File: src/rtl/ps_delay_pkg.sv
package ps_delay_pkg;

  localparam int CFG_W    = 32;
  localparam int FLD_W    = 5;
  localparam int FIN_LSB  = 0;
  localparam int CRS_LSB  = 5;
  localparam int LOCK_POS = 10;
  localparam int SIG_LSB  = 12;
  localparam int SIG_W    = 6;
  localparam logic [SIG_W-1:0] SIG_VAL = 6'h29;

  typedef enum logic [3:0] {
    ST_IDLE,
    ST_G_CRS,
    ST_G_FIN,
    ST_A_CRS,
    ST_A_FIN,
    ST_F_SUM,
    ST_TOTAL,
    ST_R_CRS,
    ST_R_FIN,
    ST_PACK
  } conv_state_e;

endpackage

File: src/rtl/ps_seq_divider.sv
module ps_seq_divider #(
  parameter int NW = 35
) (
  input  logic          clk,
  input  logic          rst,
  input  logic          go,
  input  logic [NW-1:0] dividend,
  input  logic [NW-1:0] divisor,
  output logic          rdy,
  output logic [NW-1:0] quot,
  output logic [NW-1:0] rem
);

  localparam int CW = $clog2(NW + 1);

  logic          run;
  logic [CW-1:0] cnt;
  logic [NW-1:0] acc_r, acc_q, dvs_l, dvd_l;
  logic [NW:0]   trial;
  logic [NW-1:0] step_r, step_q;

  // one restoring step: shift in next dividend bit, subtract if it fits
  always_comb begin
    trial = {acc_r, acc_q[NW-1]};
    if (trial >= {1'b0, dvs_l}) begin
      step_r = NW'(trial - {1'b0, dvs_l});
      step_q = {acc_q[NW-2:0], 1'b1};
    end else begin
      step_r = trial[NW-1:0];
      step_q = {acc_q[NW-2:0], 1'b0};
    end
  end

  always_ff @(posedge clk) begin
    if (rst) begin
      run   <= 1'b0;
      rdy   <= 1'b0;
      cnt   <= '0;
      acc_r <= '0;
      acc_q <= '0;
      dvs_l <= '0;
      dvd_l <= '0;
    end else begin
      rdy <= 1'b0;
      if (go && !run) begin
        run   <= 1'b1;
        cnt   <= CW'(NW);
        acc_r <= '0;
        acc_q <= dividend;
        dvs_l <= divisor;
        dvd_l <= dividend;
      end else if (run) begin
        acc_r <= step_r;
        acc_q <= step_q;
        cnt   <= cnt - CW'(1);
        if (cnt == CW'(1)) begin
          run <= 1'b0;
          rdy <= 1'b1;
        end
      end
    end
  end

  assign quot = acc_q;
  assign rem  = acc_r;

  logic [2*NW-1:0] recon;
  assign recon = (2*NW)'(acc_q) * (2*NW)'(dvs_l) + (2*NW)'(acc_r);

  // R2 truncating division: q*d + r == n and r < d
  a_r2_div_exact: assert property (@(posedge clk) disable iff (rst)
    rdy |-> (recon == (2*NW)'(dvd_l)) && (acc_r < dvs_l));

  // R9 launches only reach an idle divider
  a_r9_go_when_idle: assert property (@(posedge clk) disable iff (rst)
    go |-> !run);

endmodule

File: src/rtl/ps_word_packer.sv
module ps_word_packer
  import ps_delay_pkg::*;
#(
  parameter int NW = 35
) (
  input  logic             clk,
  input  logic             rst,
  input  logic             load,
  input  logic             err_in,
  input  logic [NW-1:0]    crs_in,
  input  logic [NW-1:0]    fin_in,
  output logic [CFG_W-1:0] cfg_word,
  output logic             crs_ovf,
  output logic             fin_ovf,
  output logic             period_err
);

  localparam int NF = 2;
  localparam int FLD_POS [NF] = '{CRS_LSB, FIN_LSB};

  logic [NF-1:0][NW-1:0]    cnt_in;
  logic [NF-1:0][FLD_W-1:0] fld_val;
  logic [NF-1:0]            fld_ovf;
  logic [CFG_W-1:0]         word_c;

  assign cnt_in[0] = crs_in;
  assign cnt_in[1] = fin_in;

  for (genvar gi = 0; gi < NF; gi++) begin : g_fld
    assign fld_val[gi] = cnt_in[gi][FLD_W-1:0];
    assign fld_ovf[gi] = |cnt_in[gi][NW-1:FLD_W];
  end

  always_comb begin
    word_c = '0;
    word_c[SIG_LSB +: SIG_W] = SIG_VAL;
    word_c[LOCK_POS] = 1'b0;
    for (int k = 0; k < NF; k++) begin
      word_c[FLD_POS[k] +: FLD_W] = fld_val[k];
    end
  end

  always_ff @(posedge clk) begin
    if (rst) begin
      cfg_word   <= '0;
      crs_ovf    <= 1'b0;
      fin_ovf    <= 1'b0;
      period_err <= 1'b0;
    end else if (load) begin
      if (err_in) begin
        cfg_word   <= '0;
        crs_ovf    <= 1'b0;
        fin_ovf    <= 1'b0;
        period_err <= 1'b1;
      end else begin
        cfg_word   <= word_c;
        crs_ovf    <= fld_ovf[0];
        fin_ovf    <= fld_ovf[1];
        period_err <= 1'b0;
      end
    end
  end

endmodule

File: src/rtl/ps_delay_encoder.sv
module ps_delay_encoder
  import ps_delay_pkg::*;
#(
  parameter int DW            = 16,
  parameter int PW            = 16,
  parameter int FIX_COARSE_PS = 920,
  parameter int FIX_FINE_PS   = 60,
  parameter int FINE_LIMIT    = 22,
  parameter int TENTHS        = 10
) (
  input  logic             clk,
  input  logic             rst,
  input  logic             start,
  input  logic [DW-1:0]    fixed_ps,
  input  logic [DW-1:0]    cal_ps,
  input  logic [PW-1:0]    crs_period,
  input  logic [PW-1:0]    fin_period,
  output logic             busy,
  output logic             done,
  output logic [CFG_W-1:0] cfg_word,
  output logic             crs_ovf,
  output logic             fin_ovf,
  output logic             period_err
);

  localparam int MW = (DW > PW) ? DW : PW;
  localparam int NW = MW + PW + 3;
  localparam logic [NW-1:0] FIX_C_W   = NW'(FIX_COARSE_PS);
  localparam logic [NW-1:0] FIX_F_W   = NW'(FIX_FINE_PS);
  localparam logic [NW-1:0] TEN_W     = NW'(TENTHS);
  localparam logic [NW-1:0] FIN_LIM_W = NW'(FINE_LIMIT);

  conv_state_e   state;
  logic [DW-1:0] fix_lat, cal_lat;
  logic [PW-1:0] cp_lat, fp_lat;
  logic [NW-1:0] crs_acc, fin_acc, tenth_acc, tmp_rem;
  logic          issued, err_r, done_r;

  logic          div_stage, div_go, div_rdy;
  logic [NW-1:0] div_n, div_d, div_q, div_r;
  logic [NW-1:0] tot_w;

  assign div_stage = (state == ST_G_CRS) || (state == ST_G_FIN) ||
                     (state == ST_A_CRS) || (state == ST_A_FIN) ||
                     (state == ST_F_SUM) || (state == ST_R_CRS) ||
                     (state == ST_R_FIN);
  assign div_go = div_stage && !issued;

  always_comb begin
    div_n = '0;
    div_d = TEN_W;
    case (state)
      ST_G_CRS: begin div_n = NW'(fix_lat);      div_d = FIX_C_W;     end
      ST_G_FIN: begin div_n = tmp_rem * TEN_W;   div_d = FIX_F_W;     end
      ST_A_CRS: begin div_n = NW'(cal_lat);      div_d = NW'(cp_lat); end
      ST_A_FIN: begin div_n = tmp_rem * TEN_W;   div_d = NW'(fp_lat); end
      ST_F_SUM: begin div_n = tenth_acc;         div_d = TEN_W;       end
      ST_R_CRS: begin div_n = tmp_rem;           div_d = NW'(cp_lat); end
      ST_R_FIN: begin div_n = tmp_rem;           div_d = NW'(fp_lat); end
      default:  begin div_n = '0;                div_d = TEN_W;       end
    endcase
  end

  assign tot_w = crs_acc * NW'(cp_lat) + fin_acc * NW'(fp_lat);

  ps_seq_divider #(.NW(NW)) u_div (
    .clk      (clk),
    .rst      (rst),
    .go       (div_go),
    .dividend (div_n),
    .divisor  (div_d),
    .rdy      (div_rdy),
    .quot     (div_q),
    .rem      (div_r)
  );

  always_ff @(posedge clk) begin
    if (rst) begin
      state     <= ST_IDLE;
      fix_lat   <= '0;
      cal_lat   <= '0;
      cp_lat    <= '0;
      fp_lat    <= '0;
      crs_acc   <= '0;
      fin_acc   <= '0;
      tenth_acc <= '0;
      tmp_rem   <= '0;
      issued    <= 1'b0;
      err_r     <= 1'b0;
      done_r    <= 1'b0;
    end else begin
      done_r <= 1'b0;
      if (div_go) issued <= 1'b1;
      case (state)
        ST_IDLE: if (start) begin
          fix_lat   <= fixed_ps;
          cal_lat   <= cal_ps;
          cp_lat    <= crs_period;
          fp_lat    <= fin_period;
          crs_acc   <= '0;
          fin_acc   <= '0;
          tenth_acc <= '0;
          if ((crs_period == '0) || (fin_period == '0)) begin
            err_r <= 1'b1;
            state <= ST_PACK;
          end else begin
            err_r <= 1'b0;
            state <= ST_G_CRS;
          end
        end
        ST_G_CRS: if (div_rdy) begin
          crs_acc <= div_q;
          tmp_rem <= div_r;
          issued  <= 1'b0;
          state   <= ST_G_FIN;
        end
        ST_G_FIN: if (div_rdy) begin
          tenth_acc <= div_q;
          issued    <= 1'b0;
          state     <= ST_A_CRS;
        end
        ST_A_CRS: if (div_rdy) begin
          crs_acc <= crs_acc + div_q;
          tmp_rem <= div_r;
          issued  <= 1'b0;
          state   <= ST_A_FIN;
        end
        ST_A_FIN: if (div_rdy) begin
          tenth_acc <= tenth_acc + div_q;
          issued    <= 1'b0;
          state     <= ST_F_SUM;
        end
        ST_F_SUM: if (div_rdy) begin
          fin_acc <= div_q;
          issued  <= 1'b0;
          state   <= (div_q > FIN_LIM_W) ? ST_TOTAL : ST_PACK;
        end
        ST_TOTAL: begin
          tmp_rem <= tot_w;
          state   <= ST_R_CRS;
        end
        ST_R_CRS: if (div_rdy) begin
          crs_acc <= div_q;
          tmp_rem <= div_r;
          issued  <= 1'b0;
          state   <= ST_R_FIN;
        end
        ST_R_FIN: if (div_rdy) begin
          fin_acc <= div_q;
          issued  <= 1'b0;
          state   <= ST_PACK;
        end
        ST_PACK: begin
          done_r <= 1'b1;
          state  <= ST_IDLE;
        end
        default: state <= ST_IDLE;
      endcase
    end
  end

  ps_word_packer #(.NW(NW)) u_pack (
    .clk        (clk),
    .rst        (rst),
    .load       (state == ST_PACK),
    .err_in     (err_r),
    .crs_in     (crs_acc),
    .fin_in     (fin_acc),
    .cfg_word   (cfg_word),
    .crs_ovf    (crs_ovf),
    .fin_ovf    (fin_ovf),
    .period_err (period_err)
  );

  assign busy = (state != ST_IDLE);
  assign done = done_r;

  // R9 done lasts a single cycle
  a_r9_done_single: assert property (@(posedge clk) disable iff (rst)
    done |=> !done);

  // R10 captured operands stay put while a conversion runs
  a_r10_hold_operands: assert property (@(posedge clk) disable iff (rst)
    busy |=> $stable(fix_lat) && $stable(cal_lat) && $stable(cp_lat) && $stable(fp_lat));

  // R8 a zero period finishes two cycles later with the error flag
  a_r8_zero_short: assert property (@(posedge clk) disable iff (rst)
    (start && !busy && ((crs_period == '0) || (fin_period == '0)))
      |-> ##2 (done && period_err));

  // R7 fixed fields of a good word
  a_r7_word_format: assert property (@(posedge clk) disable iff (rst)
    (done && !period_err) |->
      (cfg_word[SIG_LSB +: SIG_W] == SIG_VAL) && !cfg_word[LOCK_POS] &&
      (cfg_word[CFG_W-1:SIG_LSB+SIG_W] == '0) &&
      (cfg_word[LOCK_POS+1 +: SIG_LSB-LOCK_POS-1] == '0));

  // R5 the fold-back step is entered only for a large fine count
  a_r5_renorm_gate: assert property (@(posedge clk) disable iff (rst)
    (state == ST_TOTAL) |-> (fin_acc > FIN_LIM_W));

endmodule

File: config.mk
export PLATFORM = sky130hd
export DESIGN_NAME = ps_delay_encoder
export DESIGN_NICKNAME = d
export VERILOG_FILES = /design/src/rtl/ps_delay_pkg.sv /design/src/rtl/ps_seq_divider.sv /design/src/rtl/ps_word_packer.sv /design/src/rtl/ps_delay_encoder.sv
export SDC_FILE = /design/constraint.sdc
export NUM_CORES = 2
export LEC_CHECK = 0
export BUFFER_PORTS_ARGS = -buffer_cell sky130_fd_sc_hd__buf_2
export CORE_MARGIN = 2
export CORE_UTILIZATION = 40
export CTS_CLUSTER_SIZE = 40
export DETAILED_ROUTE_END_ITERATION = 6
export HOLD_SLACK_MARGIN = 0.06
export PLACE_DENSITY_LB_ADDON = 0.08
export SETUP_SLACK_MARGIN = 0.15
export SLEW_MARGIN = 20
export SYNTH_ARGS = -nofsm -noshare
export SYNTH_HDL_FRONTEND = slang
export SYNTH_SLANG_ARGS = --single-unit
File: constraint.sdc
create_clock -name clk -period 7.15 [get_ports clk]
set_input_delay 2.145 -clock clk [delete_from_list [all_inputs] [get_ports clk]]
set_output_delay 2.145 -clock clk [all_outputs]
set_load 0.05 [all_outputs]
==> summary.txt <==
Timing
  • Least-Margin Pin Slew: 1.202 ns
  • F_max: 0.1369 GHz
  • Hold WS: 0.4557 ns
  • Layout Skew: 0.04983 ns
  • Max-slew violations: 0
  • Final hold vios: 0
  • Rel. slew slack: 0.1984
  • Sum Neg Setup Slack: -0.8628 ns
  • RSZ-0062 raised after global routing: true
  • Final Worst Setup Slack: -0.1571 ns
  • Final setup vio count: 12
  • Tmin final: 7.307 ns
  • Final worst path period share: 1.022

Worst setup path
  • CP dominant cell by count: fa_1
  • End point of the critical path: tmp_rem[25]
  • RR Endpoint: tmp_rem[25]
  • Worst setup path class: reg2reg
  • Worst path bufs/invs: 6
  • Worst path arrival time: 7.81 ns
  • Crit end category: register
  • Worst path slowest cell: fa_1
  • CP max stage delay: 0.56 ns
  • CP Depth: 24
  • Beginning of the critical path: fp_lat[6]
  • CP Cell Sequence: buf_12, buf_12, and2_4, fa_1, fa_1, ha_2, inv_1, fa_1, fa_1, fa_1, inv_2, fa_1, inv_2, fa_1, inv_2, ha_4, or3_4, o311a_4, a221o_2, a221o_1, a21o_1, a21oi_2, mux2i_1, a311oi_2
  • Crit path required time: 7.65 ns
  • Cell family with most CP delay: adder cells
  • Worst-path fanout max: 9
  • R2r worst-path depth: 24
  • FF-to-FF setup slack: -0.16 ns
  • FF-to-FF Start: fp_lat[6]
  • CP startpoint kind: register

Placed design
  • Hpwl dp: 134,900 um
  • GP Congestion: 0.8891
  • IO buf count: 84

Clock network
  • Htree depth: 2
  • Reg clk slew, reported paths: 0.06 ns
  • Num CTS Buffers: 45
  • CTS tree: yes
  • # clock sinks: 319
  • CTS root buf: clkbuf_16
  • Insertion delay to the later sink of the worst-skew pair: 0.67 ns
  • Worst-case clock buffer depth: 3

Routing
  • Final WL: 165,000 um
  • Pre-antenna DRT Iters: 7
  • DR iter-0 viols: 2,683
  • DRT antenna net count: 0
  • Via density: 5.404
  • Vias: 39.33k
  • WL per Instance: 22.67 um
  • Residual DRC: 0

Synth
  • Mapped Area: 0.04603 mm2
  • Yosys reg bits: 319
  • Ys Warns: 0
  • Post-synth cell types: 85
  • Cells after Synth: 5,535
  • Syn Area/Cell: 8.317 um2
  • Async SR Flop Fraction: 0
  • Most used DFF post-synth: dfxtp_1
  • Sequential share of the synthesized area: 0.1387
  • Post-synth EDFFs: 0

Final layout
  • Fillers: 11.49k
  • Ant diodes: 0
  • Final net count: 6,811
  • Share of cells above drive strength 1: 0.1301
  • Layout area overhead: 14.82%

Pwr
  • VDD IR-drop max: 0.2408 mV
  • Leak: 0.02466 uW
  • Pwr dens: 141.9 mW/mm2
  • Power Total: 7502 uW

Job
  • Max Cap Viol: 0

Die
  • Die area: 0.1178 mm2
  • Core Region: 0.1142 mm2
  • Die height: 343.2 um
  • Io pins: 104
  • Initial Util: 0.4031
  • Die width: 343.2 um
  • Std-Cell Rows: 124

Min path
  • Hold WC Path Type: reg2reg

Global route
  • Largest net degree at the start of global routing: 73
  • Number of global-route vias before repair: 40.71k
  • GRT Total Usage: 0.2839
  • Initial antenna violation count: 3
  • Grt ovf: 0
  • First-pass GRT wire length: 254,300 um

Status
  • Status: finished, violations left
  • Failing checks: setup timing
==> area by class of cell <==
type | count | area (um2) | area share
multi-input cells | 4071 | 35930 | 0.6797
inverters | 808 | 3033 | 0.05738
repair buffers | 484 | 3966 | 0.07504
flip-flops and latches | 319 | 6466 | 0.1223
well taps | 1512 | 1892 | 0.03579
clock inverters | 18 | 247.7 | 0.004687
clock buffers | 66 | 1325 | 0.02507
==> synthesized netlist by cell type (47+ instances only) <==
cell	count	area share
a21o_1	47	0.0077
nand2_1	887	0.072
nor2_1	257	0.021
dfxtp_1	319	0.14
inv_1	808	0.066
and2_1	356	0.048
nand3_1	85	0.0092
xor2_1	63	0.012
xnor2_1	105	0.020
nor3_1	78	0.0085
a21oi_1	350	0.038
clkbuf_1	313	0.026
a211oi_1	72	0.012
ha_1	257	0.070
fa_1	758	0.33
o21ai_0	138	0.015
==> repair_timing <==
action                                  CTS  global route
buffers inserted                          4             4
pin swaps                                42            48
gates resized for setup                  93           103
endpoints found under the setup margin   19            21
hold buffers                              0             0
==> cells by family (layout without fill, tap and decap cells) <==
family                     Yosys count  in the layout  synth area share
AOI/OAI and AO/OA                  965            965            0.1366
and+or+nand+nor                   1885           1885            0.1922
xor gates and xnor gates           168            168           0.03196
other                                1             19        0.00008146
muxes                               19             19          0.004158
buffers and inverters             1163           1376           0.09687
DFF                                319            319            0.1387
adders and majority gates         1015           1015            0.3995
==> flip-flops by register name, summed over array words and instances (netlist names), 6 cells and up <==
name             cells
cal_lat             16
cp_lat              16
crs_acc             35
fin_acc             35
fix_lat             16
fp_lat              16
tenth_acc           35
tmp_rem             35
u_div.cnt            6
u_div.dvs_l         16
u_div.quot          35
u_div.rem           35
u_pack.cfg_word     11
==> worst min-delay path by stage <==
| stage | from | endpoint | cells past startpoint |
|---|---|---|---|
| finish | fix_lat[13] | fix_lat[13] | 2 |
| global route | fix_lat[13] | fix_lat[13] | 2 |
| CTS | cal_lat[1] | cal_lat[1] | 2 |
| detailed placement | cal_lat[1] | cal_lat[1] | 2 |
| global placement | fix_lat[13] | fix_lat[13] | 2 |
| floorplan | fix_lat[0] | fix_lat[0] | 2 |
==> stage by stage <==
stage                     instance area, um2  utilization  cells  setup WS, ns
after floorplan                        46220            -   5553        0.1376
after global placement                 50460       0.4419   7183       -0.3217
after detailed placement               50470       0.4420   7185       -0.3605
after CTS                              52360       0.4585   7273       -0.1586
after global routing                   52860       0.4629   7278       -0.3298
final                                  52860       0.4629   7278       -0.1571
==> placed cells by master, fill, tap and decap left out, drive strengths merged, types with 26 or more instances in the layout <==
| master | netlist | final |
|---|---|---|
| dfxtp | 319 | 319 |
| fa | 758 | 758 |
| clkbuf | 313 | 66 |
| o21ai | 157 | 157 |
| a311oi | 34 | 34 |
| nor2 | 257 | 257 |
| a211oi | 72 | 72 |
| a21oi | 351 | 351 |
| nand2b | 27 | 27 |
| nor4 | 45 | 45 |
| ha | 257 | 257 |
| xnor2 | 105 | 105 |
| a221oi | 45 | 45 |
| o211ai | 26 | 26 |
| nand2 | 887 | 887 |
| inv | 808 | 809 |
| a21o | 47 | 47 |
| and2 | 356 | 356 |
| a31oi | 29 | 29 |
| nor3 | 79 | 79 |
| xor2 | 63 | 63 |
| buf | 42 | 484 |
| or3 | 30 | 30 |
| nand3 | 85 | 85 |
==> per-layer routing <==
| metal | vias up | global-route usage | share of wire |
|---|---|---|---|
| li1 | 18190 | - | - |
| met1 | 19990 | 0.3931 | 0.45 |
| met2 | 972 | 0.4717 | 0.47 |
| met3 | 178 | 0.04089 | 0.058 |
| met4 | 0 | 0.06077 | 0.023 |
| met5 | - | 0 | 0 |
==> power by group <==
group	switching, uW	internal (uW)	total [uW]
Sequential	338	1960	2300
Clock	1030	1440	2470
Combinational	1730	1000	2730
Total	3100	4400	7500
==> worst register-to-register path, stage by stage, from the launching register on <==
cell	delay [ns]
dfxtp_2	0.33
buf_12	0.15
buf_12	0.16
and2_4	0.17
fa_1	0.47
fa_1	0.56
ha_2	0.20
inv_1	0.05
fa_1	0.49
fa_1	0.46
fa_1	0.55
inv_2	0.05
fa_1	0.50
inv_2	0.04
fa_1	0.51
inv_2	0.06
ha_4	0.16
or3_4	0.39
o311a_4	0.33
a221o_2	0.42
a221o_1	0.42
a21o_1	0.22
a21oi_2	0.13
mux2i_1	0.25
a311oi_2	0.12
No activity file was read; power rests on OpenSTA's default activity.
